**src/rtl/dma_pkg.sv**
```systemverilog
package dma_pkg;

    typedef enum logic [2:0] {
        ST_IDLE,
        ST_REQ,
        ST_WAITP,
        ST_ACC1,
        ST_ACC2,
        ST_FIN
    } dma_state_e;

    localparam logic [1:0] SEL_ADDR = 2'd0;
    localparam logic [1:0] SEL_CNT  = 2'd1;
    localparam logic [1:0] SEL_CTRL = 2'd2;
    localparam logic [1:0] SEL_STAT = 2'd3;

endpackage

```
**src/rtl/dma_regfile.sv**
```systemverilog
module dma_regfile
    import dma_pkg::*;
#(
    parameter int DW = 16,
    parameter int AW = 16,
    parameter int CW = 16
) (
    input  logic          clk,
    input  logic          rst_n,
    input  logic          wr_en,
    input  logic          rd_en,
    input  logic [1:0]    rsel,
    input  logic [DW-1:0] wdata,
    input  logic          step,
    input  logic          finish,
    output logic [AW-1:0] addr_q,
    output logic [CW-1:0] count_q,
    output logic          start_q,
    output logic          dir_q,
    output logic          done_q,
    output logic [DW-1:0] rdata
);

    logic       write_ok;
    logic [1:0] ctl_w;

    assign write_ok = wr_en && !start_q;
    assign ctl_w    = 2'(wdata);

    always_ff @(posedge clk or negedge rst_n) begin
        if (!rst_n) begin
            addr_q  <= '0;
            count_q <= '0;
            start_q <= 1'b0;
            dir_q   <= 1'b0;
            done_q  <= 1'b0;
        end else if (finish) begin
            start_q <= 1'b0;
            done_q  <= 1'b1;
        end else if (step) begin
            addr_q  <= addr_q + AW'(1);
            count_q <= count_q - CW'(1);
        end else if (write_ok) begin
            unique case (rsel)
                SEL_ADDR: addr_q  <= AW'(wdata);
                SEL_CNT:  count_q <= CW'(wdata);
                SEL_CTRL: begin
                    start_q <= ctl_w[0];
                    dir_q   <= ctl_w[1];
                    done_q  <= 1'b0;
                end
                SEL_STAT: ;
            endcase
        end
    end

    always_comb begin
        rdata = '0;
        if (rd_en) begin
            unique case (rsel)
                SEL_ADDR: rdata = DW'(addr_q);
                SEL_CNT:  rdata = DW'(count_q);
                SEL_CTRL: rdata = DW'({dir_q, start_q});
                SEL_STAT: rdata = DW'({done_q, start_q});
            endcase
        end
    end

endmodule

```
**src/rtl/dma_burst_fsm.sv**
```systemverilog
module dma_burst_fsm
    import dma_pkg::*;
(
    input  logic clk,
    input  logic rst_n,
    input  logic start,
    input  logic dir,
    input  logic last,
    input  logic zero,
    input  logic grant,
    input  logic per_req,
    input  logic ack_pending,
    output logic breq,
    output logic own,
    output logic mem_rd,
    output logic mem_wr,
    output logic step,
    output logic finish,
    output logic load_per,
    output logic irq
);

    dma_state_e state_q, state_d;

    always_ff @(posedge clk or negedge rst_n) begin
        if (!rst_n) state_q <= ST_IDLE;
        else        state_q <= state_d;
    end

    always_comb begin
        state_d = state_q;
        unique case (state_q)
            ST_IDLE:  if (start) state_d = zero ? ST_FIN : ST_REQ;
            ST_REQ:   if (grant) state_d = ST_WAITP;
            ST_WAITP: if (per_req && !ack_pending) state_d = ST_ACC1;
            ST_ACC1:  state_d = ST_ACC2;
            ST_ACC2:  state_d = last ? ST_FIN : ST_WAITP;
            ST_FIN:   state_d = ST_IDLE;
            default:  state_d = ST_IDLE;
        endcase
    end

    always_comb begin
        breq     = 1'b0;
        own      = 1'b0;
        mem_rd   = 1'b0;
        mem_wr   = 1'b0;
        step     = 1'b0;
        finish   = 1'b0;
        load_per = 1'b0;
        irq      = 1'b0;
        unique case (state_q)
            ST_IDLE: ;
            ST_REQ:  breq = 1'b1;
            ST_WAITP: begin
                breq     = 1'b1;
                own      = 1'b1;
                load_per = !dir && per_req && !ack_pending;
            end
            ST_ACC1: begin
                breq   = 1'b1;
                own    = 1'b1;
                mem_rd = dir;
                mem_wr = !dir;
            end
            ST_ACC2: begin
                breq   = 1'b1;
                own    = 1'b1;
                mem_rd = dir;
                mem_wr = !dir;
                step   = 1'b1;
            end
            ST_FIN: begin
                finish = 1'b1;
                irq    = 1'b1;
            end
            default: ;
        endcase
    end

endmodule

```
**src/rtl/dma_data_latch.sv**
```systemverilog
module dma_data_latch #(
    parameter int DW = 16
) (
    input  logic          clk,
    input  logic          rst_n,
    input  logic          load_per,
    input  logic [DW-1:0] per_data,
    input  logic          load_mem,
    input  logic [DW-1:0] mem_data,
    input  logic          ack_set,
    output logic [DW-1:0] word_q,
    output logic          ack_q
);

    always_ff @(posedge clk or negedge rst_n) begin
        if (!rst_n) begin
            word_q <= '0;
            ack_q  <= 1'b0;
        end else begin
            if (load_per)      word_q <= per_data;
            else if (load_mem) word_q <= mem_data;
            ack_q <= ack_set;
        end
    end

endmodule

```
**src/rtl/burst_dma_ctrl.sv**
```systemverilog
module burst_dma_ctrl #(
    parameter int DW = 16,
    parameter int AW = 16,
    parameter int CW = 16
) (
    input  logic          clk,
    input  logic          rst_n,
    input  logic          sel_i,
    input  logic [1:0]    rsel_i,
    input  logic          rd_i,
    input  logic          wr_i,
    input  logic [DW-1:0] wdata_i,
    output logic [DW-1:0] rdata_o,
    output logic          breq_o,
    input  logic          bgnt_i,
    output logic          bus_own_o,
    output logic [AW-1:0] mem_addr_o,
    output logic          mem_rd_o,
    output logic          mem_wr_o,
    output logic [DW-1:0] mem_wdata_o,
    input  logic [DW-1:0] mem_rdata_i,
    input  logic          per_req_i,
    output logic          per_ack_o,
    input  logic [DW-1:0] per_rdata_i,
    output logic [DW-1:0] per_wdata_o,
    output logic          irq_o
);

    localparam logic [CW-1:0] CNT_ONE = CW'(1);

    logic          cpu_ok;
    logic [AW-1:0] addr_q;
    logic [CW-1:0] count_q;
    logic          start_q, dir_q, done_q;
    logic          step, finish, load_per, own;
    logic [DW-1:0] word_q;

    assign cpu_ok = sel_i && !bgnt_i;

    dma_regfile #(.DW(DW), .AW(AW), .CW(CW)) u_regs (
        .clk     (clk),
        .rst_n   (rst_n),
        .wr_en   (cpu_ok && wr_i),
        .rd_en   (cpu_ok && rd_i),
        .rsel    (rsel_i),
        .wdata   (wdata_i),
        .step    (step),
        .finish  (finish),
        .addr_q  (addr_q),
        .count_q (count_q),
        .start_q (start_q),
        .dir_q   (dir_q),
        .done_q  (done_q),
        .rdata   (rdata_o)
    );

    dma_burst_fsm u_fsm (
        .clk         (clk),
        .rst_n       (rst_n),
        .start       (start_q),
        .dir         (dir_q),
        .last        (count_q == CNT_ONE),
        .zero        (count_q == '0),
        .grant       (bgnt_i),
        .per_req     (per_req_i),
        .ack_pending (per_ack_o),
        .breq        (breq_o),
        .own         (own),
        .mem_rd      (mem_rd_o),
        .mem_wr      (mem_wr_o),
        .step        (step),
        .finish      (finish),
        .load_per    (load_per),
        .irq         (irq_o)
    );

    dma_data_latch #(.DW(DW)) u_data (
        .clk      (clk),
        .rst_n    (rst_n),
        .load_per (load_per),
        .per_data (per_rdata_i),
        .load_mem (step && dir_q),
        .mem_data (mem_rdata_i),
        .ack_set  (step),
        .word_q   (word_q),
        .ack_q    (per_ack_o)
    );

    assign bus_own_o   = own;
    assign mem_addr_o  = own ? addr_q : '0;
    assign mem_wdata_o = word_q;
    assign per_wdata_o = word_q;

endmodule

```
**config.mk**
```make
export PLATFORM = sky130hd
export DESIGN_NAME = burst_dma_ctrl
export DESIGN_NICKNAME = d
export VERILOG_FILES = /design/src/rtl/dma_pkg.sv /design/src/rtl/dma_regfile.sv /design/src/rtl/dma_burst_fsm.sv /design/src/rtl/dma_data_latch.sv /design/src/rtl/burst_dma_ctrl.sv
export SDC_FILE = /design/constraint.sdc
export NUM_CORES = 1
export LEC_CHECK = 0
export ABC_CLOCK_PERIOD_IN_PS = 3370
export BUFFER_PORTS_ARGS = -buffer_cell sky130_fd_sc_hd__clkbuf_2
export CELL_PAD_IN_SITES_DETAIL_PLACEMENT = 0
export CELL_PAD_IN_SITES_GLOBAL_PLACEMENT = 2
export CORE_MARGIN = 1.5
export CORE_UTILIZATION = 25
export CTS_BUF_LIST = sky130_fd_sc_hd__clkbuf_4
export CTS_CLUSTER_DIAMETER = 60
export DETAILED_ROUTE_END_ITERATION = 8
export GPL_ROUTABILITY_DRIVEN = 0
export PLACE_DENSITY_LB_ADDON = 0.05
export SETUP_SLACK_MARGIN = 0.05
export SYNTH_ARGS = -nofsm -noshare
export SYNTH_HDL_FRONTEND = slang
export SYNTH_SLANG_ARGS = --single-unit
```
**constraint.sdc**
```tcl
create_clock -name clk -period 3.37 [get_ports clk]
set_input_delay 0.674 -clock clk [delete_from_list [all_inputs] [get_ports clk]]
set_output_delay 0.674 -clock clk [all_outputs]
set_load 0.005 [all_outputs]
```
* Word-level counts from Yosys, hierarchy flattened
Cells that the tools add are included.
** Cells by class
- Mux-type cells :: 32
- Reduce and logical (&&, ||, !) cells :: 29
- Add/sub/neg operators :: 2
- Equality and inequality tests :: 13
- Bitwise operators :: 2
** Operators with widths (number)
- $mux 16 :: 10
- $pmux 16 s4 :: 1
- $add 16x1->16 const B :: 1
- $eq 16x1->1 const B :: 1
- $logic_not 16->1 :: 1
- $sub 16x1->16 const B :: 1
- $mux 1 :: 15
- $mux 3 :: 5
- $pmux 3 s5 :: 1
- $reduce_and 3->1 :: 4
- $reduce_bool 2->1 :: 6
- $logic_and 1x1->1 :: 8
- $eq 3x2->1 const B :: 2
- $eq 3x3->1 const B :: 2
- $ne 2x2->1 const B :: 3
- $eq 2x2->1 const B :: 2
- $logic_not 1->1 :: 4
- $reduce_and 4->1 :: 1
- $reduce_or 4->1 :: 1
- $eq 3x1->1 const B :: 1
- $logic_not 3->1 :: 1
- $reduce_or 3->1 :: 1
- $eq 2x1->1 const B :: 1
- $logic_not 2->1 :: 1
- other kinds (3) :: 4
** Word-level totals
- Bits in registers :: 55
- Output and inout bits :: 70

* Longest topological paths before layout
Gate-level depths: netlist of the first run.
- Depth after elaboration :: 7
- Gate-level depth with buffers :: 8
- Gate-level depth less buffers :: 6

* Modules after synthesis
Synthesis of the first run repeated with hierarchy kept, for this count alone.
** Second synthesis, totals
- Cells, all modules :: 487
- Area total of the unflattened synthesis :: 4170.2 µm²
** By module, submodules not included
- dma_regfile :: times used 1, cells each 340, area each 2797.7 µm², sequential area each 875.8 µm²
- dma_data_latch :: times used 1, cells each 70, area each 769.5 µm², sequential area each 425.4 µm²
- burst_dma_ctrl :: times used 1, cells each 43, area each 320.3 µm², sequential area each 0.0 µm²
- dma_burst_fsm :: times used 1, cells each 34, area each 282.8 µm², sequential area each 75.1 µm²

* Worst setup path before layout of the first run
No wires, ideal clock.
- Kind :: input port to output port
- From :: input port sel_i
- To :: output port rdata_o[10]
- Path buffers :: 2
- Required time :: 2.696 ns
- Stages :: 6
- Slack :: 0.993 ns
- Arrival time :: 1.703 ns
- Cell sequence :: nor2b_1 > nand2_1 > or2_2 > clkbuf_1 > clkbuf_1 > nor2_1
** Between the ends
- Longest elaborated chain between the ends :: 3
** Ends and longest elaborated chain
- from (decl) :: line burst_dma_ctrl.sv:8 : input logic sel_i,
- $logic_and 1x1->1 :: line burst_dma_ctrl.sv:38 : assign cpu_ok = sel_i && !bgnt_i;
- $logic_and 1x1->1 :: line burst_dma_ctrl.sv:44 : .rd_en (cpu_ok && rd_i),
- $mux 16 :: line dma_regfile.sv:59 : if (rd_en) begin
- to (decl) :: line burst_dma_ctrl.sv:13 : output logic [DW-1:0] rdata_o,
No other way between the ends.

* Worst setup path after layout of the first run
- From :: register u_fsm.state_q[0]
- To :: output port mem_addr_o[3]
** Between the ends
- Longest elaborated chain between the ends :: 4
- Elaborated cells on any way between the ends :: 6
- Classes of those cells :: 3 x eq/ne; 2 x mux; 1 x reduce/logical
** Ends and longest elaborated chain
- from (decl) :: line dma_burst_fsm.sv:23 : dma_state_e state_q, state_d;
- from (signal assigned) :: line dma_burst_fsm.sv:27 : else state_q <= state_d;
- $eq 3x2->1 or $eq 3x3->1 (tied branches) :: line dma_burst_fsm.sv:52 : unique case (state_q)
- $reduce_or 3->1 (no line) *
- $mux 1 * :: line dma_burst_fsm.sv:52
- $mux 16 * :: line burst_dma_ctrl.sv:90 : assign mem_addr_o = own ? addr_q : '0;
- to (decl) :: line burst_dma_ctrl.sv:17 : output logic [AW-1:0] mem_addr_o,
Mark *: on every way between the ends. The rest lies on a longest branch, timed or not.

==> metrics.md, run 1 <==
| Metric | Value |
|---|---|
| Standby leakage power | around 2.2 nW |
| Via count of the first global-routing pass | 3,391 |
| Clock-pin transition on the worst setup and hold timing paths | 170 ps |
| Flip-flop and latch area | 1376 sq um |
| Kind of critical path | register to primary output |
| Worst setup skew after layout | 19.11 ps |
| Final setup violation count | 0 |
| Max-cap violation count | 0 |
| GRT Residual Overflow | 0 |
| PwrDens | 743.0 nW/um^2 |
| Crit path max fanout | 16 |
| Synthesis-stage register bit count | 55 |
| Most common flop cell mapped by yosys | dfrtp_1 |
| Global-route wire length before repair | 20,130 um |
| Combined global-route utilization of all metal layers | 16.44% |
| Number of synthesis warnings | 0 |
| Pin count of the biggest net entering global routing | 41 |
| Final period util | 82.63% |
| Relative max-transition margin | 23.00% |
| Unrepaired setup endpoints after global routing | no |
| Number of antenna-violating nets in the routed design | 0 |
| Fmax achieved | 359.1 MHz |
| Worst-case reg-to-reg path depth | 5 |
| Die area | 15,880 sq um |
| Total of cells resized after clock tree synthesis | 0 |
| Die height | 126 um |
| Final number of hold-violating endpoints | 0 |
| Routed length per instance | 18.23 um |
| Post-synthesis instance total | 427 |
| Buffers on Ports | 126 |
| Number of buffers and inverters on the critical path | 2 |
| Routed Wire Length | 12,980 um |
| # fillers | 1,610 |
| Detailed-router iteration count before antenna repair | 8 |
| Startpoint of the worst-slack reg-to-reg timing path | u_fsm.state_q[0] |
| Setup_tns | 0 ps |
| Clock period minus worst slack | ~2800 ps |
| Std cell rows | 44 |
| Startpoint type of the worst setup path | register |
| Synthesized net count | 487 |
| Fin nets | 585 |
| I/O pin cnt | 127 |
| Post-synthesis sequential area ratio | 36.39% |
| Peak per-stage delay on the critical path | just under 600 ps |
| Most frequently used cell type in the post-synthesis netlist | dfrtp_1 |
| Mapped cell area | 3782 sq um |
| Leading post-synthesis cells by instance count | dfrtp_1 (55), nor2_1 (47), mux2i_1 (39), nand2_1 (32), o21ai_0 (22) |
| Master of the slowest instance on the critical path | or3b_1 |
| Share of Yosys cell area claimed by the top area cell type | 36.39% |
| Layout cells sized above 1 | between 30% and 40% |
| Worst-case vdd ir drop | around 230 uV |
| Run status | complete, no violations |
| Latest clock arrival within the worst-skew pair | 420 ps |
| Hold-fix buffers, CTS | 0 |
| Setup crit end kind | primary output |
| Number of remaining DRC errors | 0 |
| Leading area contributor after synthesis | dfrtp_1 |
| Sink count of the clock tree | 55 |
| FF-to-FF End | u_regs.count_q[6] |
| Endpoint arrival time on the critical path | 2110 ps |
| Largest delay contributor family on the critical path | simple AND/OR/NAND/NOR gates |
| Placed wire-length estimate | 9750 um |
| Slew at the pin closest to its max-slew limit | 1155 ps |
| Core Box Area | 14,640 sq um |
| Mean cell area of the mapped netlist | a little under 9 sq um |
| Root cell of the clock tree | clkbuf_4 |
| Initial cell density of the core | 25.83% |
| Post-CTS setup buffers | 0 |
| Final Total Pwr | between 3 and 4 mW |
| Number of distinct library cells after synthesis | 55 |
| Setup slack, reg-to-reg | 910 ps |
| Initial antenna violation count | 1 |
| Asr flop ratio synth | 100.0% |
| Mean number of vias per cell | 5.034 |
| Area growth from synthesis to layout | 20.67% |
| Number of max-slew violations in the final report | 0 |
| Tightest Hold Check Type | input pin to async pin |
| Via count | 3,584 |
| Most area-consuming cells after synthesis | dfrtp_1 (36%), mux2i_1 (10%), nor2_1 (4.7%) |
| Width of the chip | 126 um |
| CP required | ~2700 ps |
| Largest buffer count on any clock path | 2 |
| Num CTS Buffers | 5 |
| Clock tree from TritonCTS | done |
| Starting DRT DRC Count | about 130 |
| Cell-by-cell trace of the critical path | or3b_1, nand2_1, buf_4, and2_1, clkbuf_2 |
| H-Tree Level Count | 2 |
| Number of enable flip-flop cells after synthesis | 0 |
| Area used by multi-input combinational logic | 2097 sq um |
| Instance count on the critical path | 5 |
## stage by stage
stage / instance area (sq um) / cells / worst slack, ps / util, % / hold WS (ps)
2_1_floorplan: 3782 / 427 / 992.9 / - / 378.4
3_3_place_gp: 4454 / 702 / 815.7 / 30.42 / 491.3
3_5_place_dp: 4454 / 702 / 773.3 / 30.42 / 503.6
4_1_cts: 4559 / 710 / 488.2 / 31.13 / 184.5
5_1_grt: 4564 / 712 / 341.3 / 31.17 / 196.2
6_report: 4564 / 712 / 585.4 / 31.17 / 214.5
## layout by cell type, fill, tap and decap left out, types with 3 or more instances in the layout
cell,Yosys,final
mux2i_1,39,39
nand2b_1,5,5
nor4_1,7,7
o2bb2ai_1,3,3
o221a_2,8,8
inv_1,9,9
buf_4,20,11
o21ai_0,22,22
o22ai_1,3,3
and2_1,19,19
a21oi_1,12,12
nand3_1,16,16
nand4_1,9,9
dfrtp_1,55,55
nor3_1,14,14
o211ai_1,6,6
nor2_1,47,47
nand2_1,32,32
clkbuf_2,0,126
or3_1,4,4
mux2_2,6,6
and4_1,7,7
a211oi_1,7,7
clkbuf_4,0,6
nor2b_1,7,7
a41oi_1,3,3
ha_1,3,3
and3_1,5,5
## worst max path at each step
stage / startpoint / endpoint
final: u_fsm.state_q[0] / mem_addr_o[3]
after global routing: u_fsm.state_q[2] / mem_addr_o[3]
after CTS: u_fsm.state_q[2] / mem_addr_o[3]
after detailed placement: sel_i / rdata_o[13]
after global placement: bgnt_i / rdata_o[9]
after floorplan: sel_i / rdata_o[10]
## cell type report
class	instances	share of cell area, %
clock buffer	6	0.9868
sequential	55	30.15
tap	184	5.044
inverter	10	0.8224
clock inverter	2	1.316
antenna	2	0.1096
timing repair buffer	137	15.62
multi-input combinational	316	45.94
## layer usage
metal / global-route usage [%] / vias to the layer above / part of all wire (%)
met2: 25.92 / 87 / 46
met1: 23.44 / 1741 / 50
met3: 3.144 / 5 / 3.9
met5: 0 / - / 0
li1: - / 1751 / -
met4: 3.448 / 0 / 0.89
## state kept, by name, indices dropped and copies added, names as in the netlist
name and cells:
u_data.ack_q 1, u_regs.done_q 1, u_regs.count_q 16, u_regs.start_q 1, u_fsm.state_q 3, u_regs.addr_q 16, u_data.word_q 16, u_regs.dir_q 1
## where the power goes
group,total (mW),leakage (nW),switching (mW),internal [mW]
clock,0.475,0.0559,0.236,0.240
sequential,1.47,0.647,0.503,0.968
combinational,1.44,1.47,0.720,0.725
total,3.39,2.18,1.46,1.93
## cell families after synthesis
family | count (synthesis) | synth area share, %
fa+ha+maj | 3 | 0.9925
flops | 55 | 36.39
compound gates | 80 | 15.18
mux | 46 | 12.70
buf+inv | 56 | 8.369
simple gates | 186 | 26.13
xor+xnor | 1 | 0.2316
Power figures use the tool's default switching activity.
==> run 2: changes to the inputs <==
--- a/config.mk
+++ b/config.mk
@@ -5,7 +5,7 @@
 export SDC_FILE = /design/constraint.sdc
 export NUM_CORES = 1
 export LEC_CHECK = 0
-export ABC_CLOCK_PERIOD_IN_PS = 3370
+export ABC_CLOCK_PERIOD_IN_PS = 2800
 export BUFFER_PORTS_ARGS = -buffer_cell sky130_fd_sc_hd__clkbuf_2
 export CELL_PAD_IN_SITES_DETAIL_PLACEMENT = 0
 export CELL_PAD_IN_SITES_GLOBAL_PLACEMENT = 2
==> constraint.sdc (replaced) <==
create_clock -name clk -period 2.8 [get_ports clk]
set_input_delay 0.56 -clock clk [delete_from_list [all_inputs] [get_ports clk]]
set_output_delay 0.56 -clock clk [all_outputs]
set_load 0.005 [all_outputs]
==> metrics.md, run 2 (synthesis gave the netlist of run 1 again) <==
| Metric | Value |
|---|---|
| Kind of critical path | register to primary output (unchanged) |
| Via count of the first global-routing pass | 3,485 (was 3,391) |
| Hold_ws | 227.0 ps (was 214.5 ps) |
| Crit path max fanout | 18 (was 16) |
| Run status | finished with violations (was complete, no violations) |
| Number of cells in the finished layout apart from fillers | 714 (was 712) |
| Core Box Area | 14,640 sq um (unchanged) |
| Violated checks | DRC |
| Fmax achieved | 385.5 MHz |
| GRT Residual Overflow | 0 (unchanged) |
| Diode count | 0 (was 2) |
| Startpoint of the worst-slack reg-to-reg timing path | u_fsm.state_q[2] (was u_fsm.state_q[0]) |
| Hold-fix buffers, CTS | 0 (unchanged) |
| Pre-CTS setup slack | 430.9 ps (was 773.3 ps) |
| Setup slack, reg-to-reg | 510 ps (was 910 ps) |
| PwrDens | 868.1 nW/um^2 (was 743.0 nW/um^2) |
| Instance area after placement | 4484 sq um (was 4454 sq um) |
| Regs by FF count | u_data.word_q: 16 flops, u_regs.addr_q: 16 flops, u_regs.count_q: 16 flops (unchanged) |
| Critical path destination | mem_addr_o[7] (was mem_addr_o[3]) |
| Tightest Hold Check Type | input pin to async pin (unchanged) |
| Width of the chip | 126 um (unchanged) |
| Final Total Pwr | 3.945 mW (was 3.391 mW) |
| CP required | 2240 ps (was 2700 ps) |
| Die height | 126 um (unchanged) |
| Area growth from synthesis to layout | 20.15% (was 20.67%) |
| Slew at the pin closest to its max-slew limit | 1159 ps (was 1155 ps) |
| Setup_tns | 0 ps (unchanged) |
| Startpoint type of the worst setup path | register (unchanged) |
| Summed area of non-filler cells in the final layout | 4544 sq um (was 4564 sq um) |
| Combined global-route utilization of all metal layers | 16.91% (was 16.44%) |
| Clock-pin transition on the worst setup and hold timing paths | 180 ps (was 170 ps) |
| Final core utilization | 31.03% (was 31.17%) |
| Starting DRT DRC Count | 169 (was 129) |
| Final period util | around 93% |
| Most common library cell in the layout ignoring fill and taps | clkbuf_2 (unchanged) |
| Instance count on the critical path | 4 (was 5) |
| Final number of hold-violating endpoints | 0 (unchanged) |
| Unrepaired setup endpoints after global routing | no (unchanged) |
| Crit path setup slack, layout | 205.9 ps (was 585.4 ps) |
| Routed Wire Length | 13,080 um (was 12,980 um) |
| Buffers on Ports | 126 (unchanged) |
| Max-cap violation count | 0 (unchanged) |
| Clock period minus worst slack | 2594 ps |
| Master of the slowest instance on the critical path | dfrtp_1 (was or3b_1) |
| Launching element of the worst setup path | u_fsm.state_q[2] (was u_fsm.state_q[0]) |
| Latest clock arrival within the worst-skew pair | 420 ps (about the same) |
| Cell-by-cell trace of the critical path | or3b_1, buf_4, a21oi_1, clkbuf_2 (was or3b_1, nand2_1, buf_4, and2_1, clkbuf_2) |
| Via count | 3,621 (was 3,584) |
| Peak per-stage delay on the critical path | 570 ps (was 580 ps) |
| Global-route wire length before repair | 20,820 um (was 20,130 um) |
| Number of remaining DRC errors | 1 (was 0) |
| Number of max-slew violations in the final report | 0 (unchanged) |
| Num CTS Buffers | 5 (unchanged) |
| Clock tree from TritonCTS | done (unchanged) |
| Endpoint arrival time on the critical path | 2030 ps (was 2110 ps) |
| Fin nets | 589 (was 585) |
| FF-to-FF End | u_regs.addr_q[3] (was u_regs.count_q[6]) |
| Die area | 15,880 sq um (unchanged) |
| Root cell of the clock tree | clkbuf_4 (unchanged) |
| Standby leakage power | 2.176 nW (about the same) |
| Worst setup skew after layout | 17.15 ps (was 19.11 ps) |
| Pin count of the biggest net entering global routing | 33 (was 41) |
| Sink count of the clock tree | 55 (unchanged) |
| Leading cell types in the layout, fill and taps excluded | clkbuf_2 (126), dfrtp_1 (55), nor2_1 (47) (unchanged) |
| Largest delay contributor family on the critical path | flip-flops (was simple AND/OR/NAND/NOR gates) |
| I/O pin cnt | 127 (unchanged) |
| Final setup violation count | 0 (unchanged) |
| H-Tree Level Count | 2 (unchanged) |
| Std cell rows | 44 (unchanged) |
| Worst-case vdd ir drop | 262.8 uV (was 234.5 uV) |
| Placed wire-length estimate | 9859 um (was 9750 um) |
| Setup crit end kind | primary output (unchanged) |
| Worst-case reg-to-reg path depth | 6 (was 5) |
| Routed length per instance | 18.31 um (was 18.23 um) |
| Initial cell density of the core | 25.83% (unchanged) |
| Detailed-router iteration count before antenna repair | 9 (was 8) |
| Initial antenna violation count | 0 (was 1) |
| Layout cells sized above 1 | 32.64% (was 31.94%) |
| Instance count after placement with tap cells included | 706 (was 702) |
| Relative max-transition margin | 22.75% (was 23.00%) |
| Number of antenna-violating nets in the routed design | 0 (unchanged) |
| Mean number of vias per cell | 5.071 (was 5.034) |
| Number of buffers and inverters on the critical path | 2 (unchanged) |
| Largest buffer count on any clock path | 2 (unchanged) |
## run 2: report_power, final
group	total (mW)	leakage [nW]	switching, mW	internal, mW
clock network	0.409	0.0361	0.291	0.118
registers	1.73	0.647	0.560	1.17
logic	1.81	1.49	0.918	0.891
## run 2: final cells by class
| cell class | count | area, sq um |
|---|---|---|
| fill | 1611 | 10100 |
| multi-input combinational | 316 | 2100 |
| sequential | 55 | 1376 |
| timing repair buffer | 141 | 743.2 |
| tap | 184 | 230.2 |
| clock buffer | 7 | 52.55 |
| inverter | 10 | 37.54 |
| clock inverter | 1 | 5.005 |
## run 2: layer usage
metal  global-route usage, %  vias up  share of wire, %  wire [um]
met5                       0        -                 0          0
met4                   4.327        0               1.2        153
met2                   27.21       96                47       6118
met3                   2.676        9               4.1        537
met1                   23.73     1764                48       6266
li1                        -     1752                 -          -
## run 2: how the worst min path moves through the flow
| stage | from | cells past startpoint | slack, ps | endpoint |
|---|---|---|---|---|
| after detailed placement | u_data.word_q[1] | 2 | 500 | u_data.word_q[1] |
| after global placement | u_data.word_q[5] | 2 | 490 | u_data.word_q[5] |
| after global routing | rst_n | 1 | 280 | u_regs.addr_q[1] |
| final | rst_n | 1 | 230 | u_regs.addr_q[1] |
| after CTS | rst_n | 1 | 250 | u_regs.addr_q[1] |
| after floorplan | rst_n | 0 | 260 | u_data.ack_q |
## run 2: repair_timing
| item | in CTS | in global routing |
|---|---|---|
| buffers inserted | 0 | 0 |
| resized for setup | 1 | 0 |
| setup endpoints to repair | 10 | 0 |
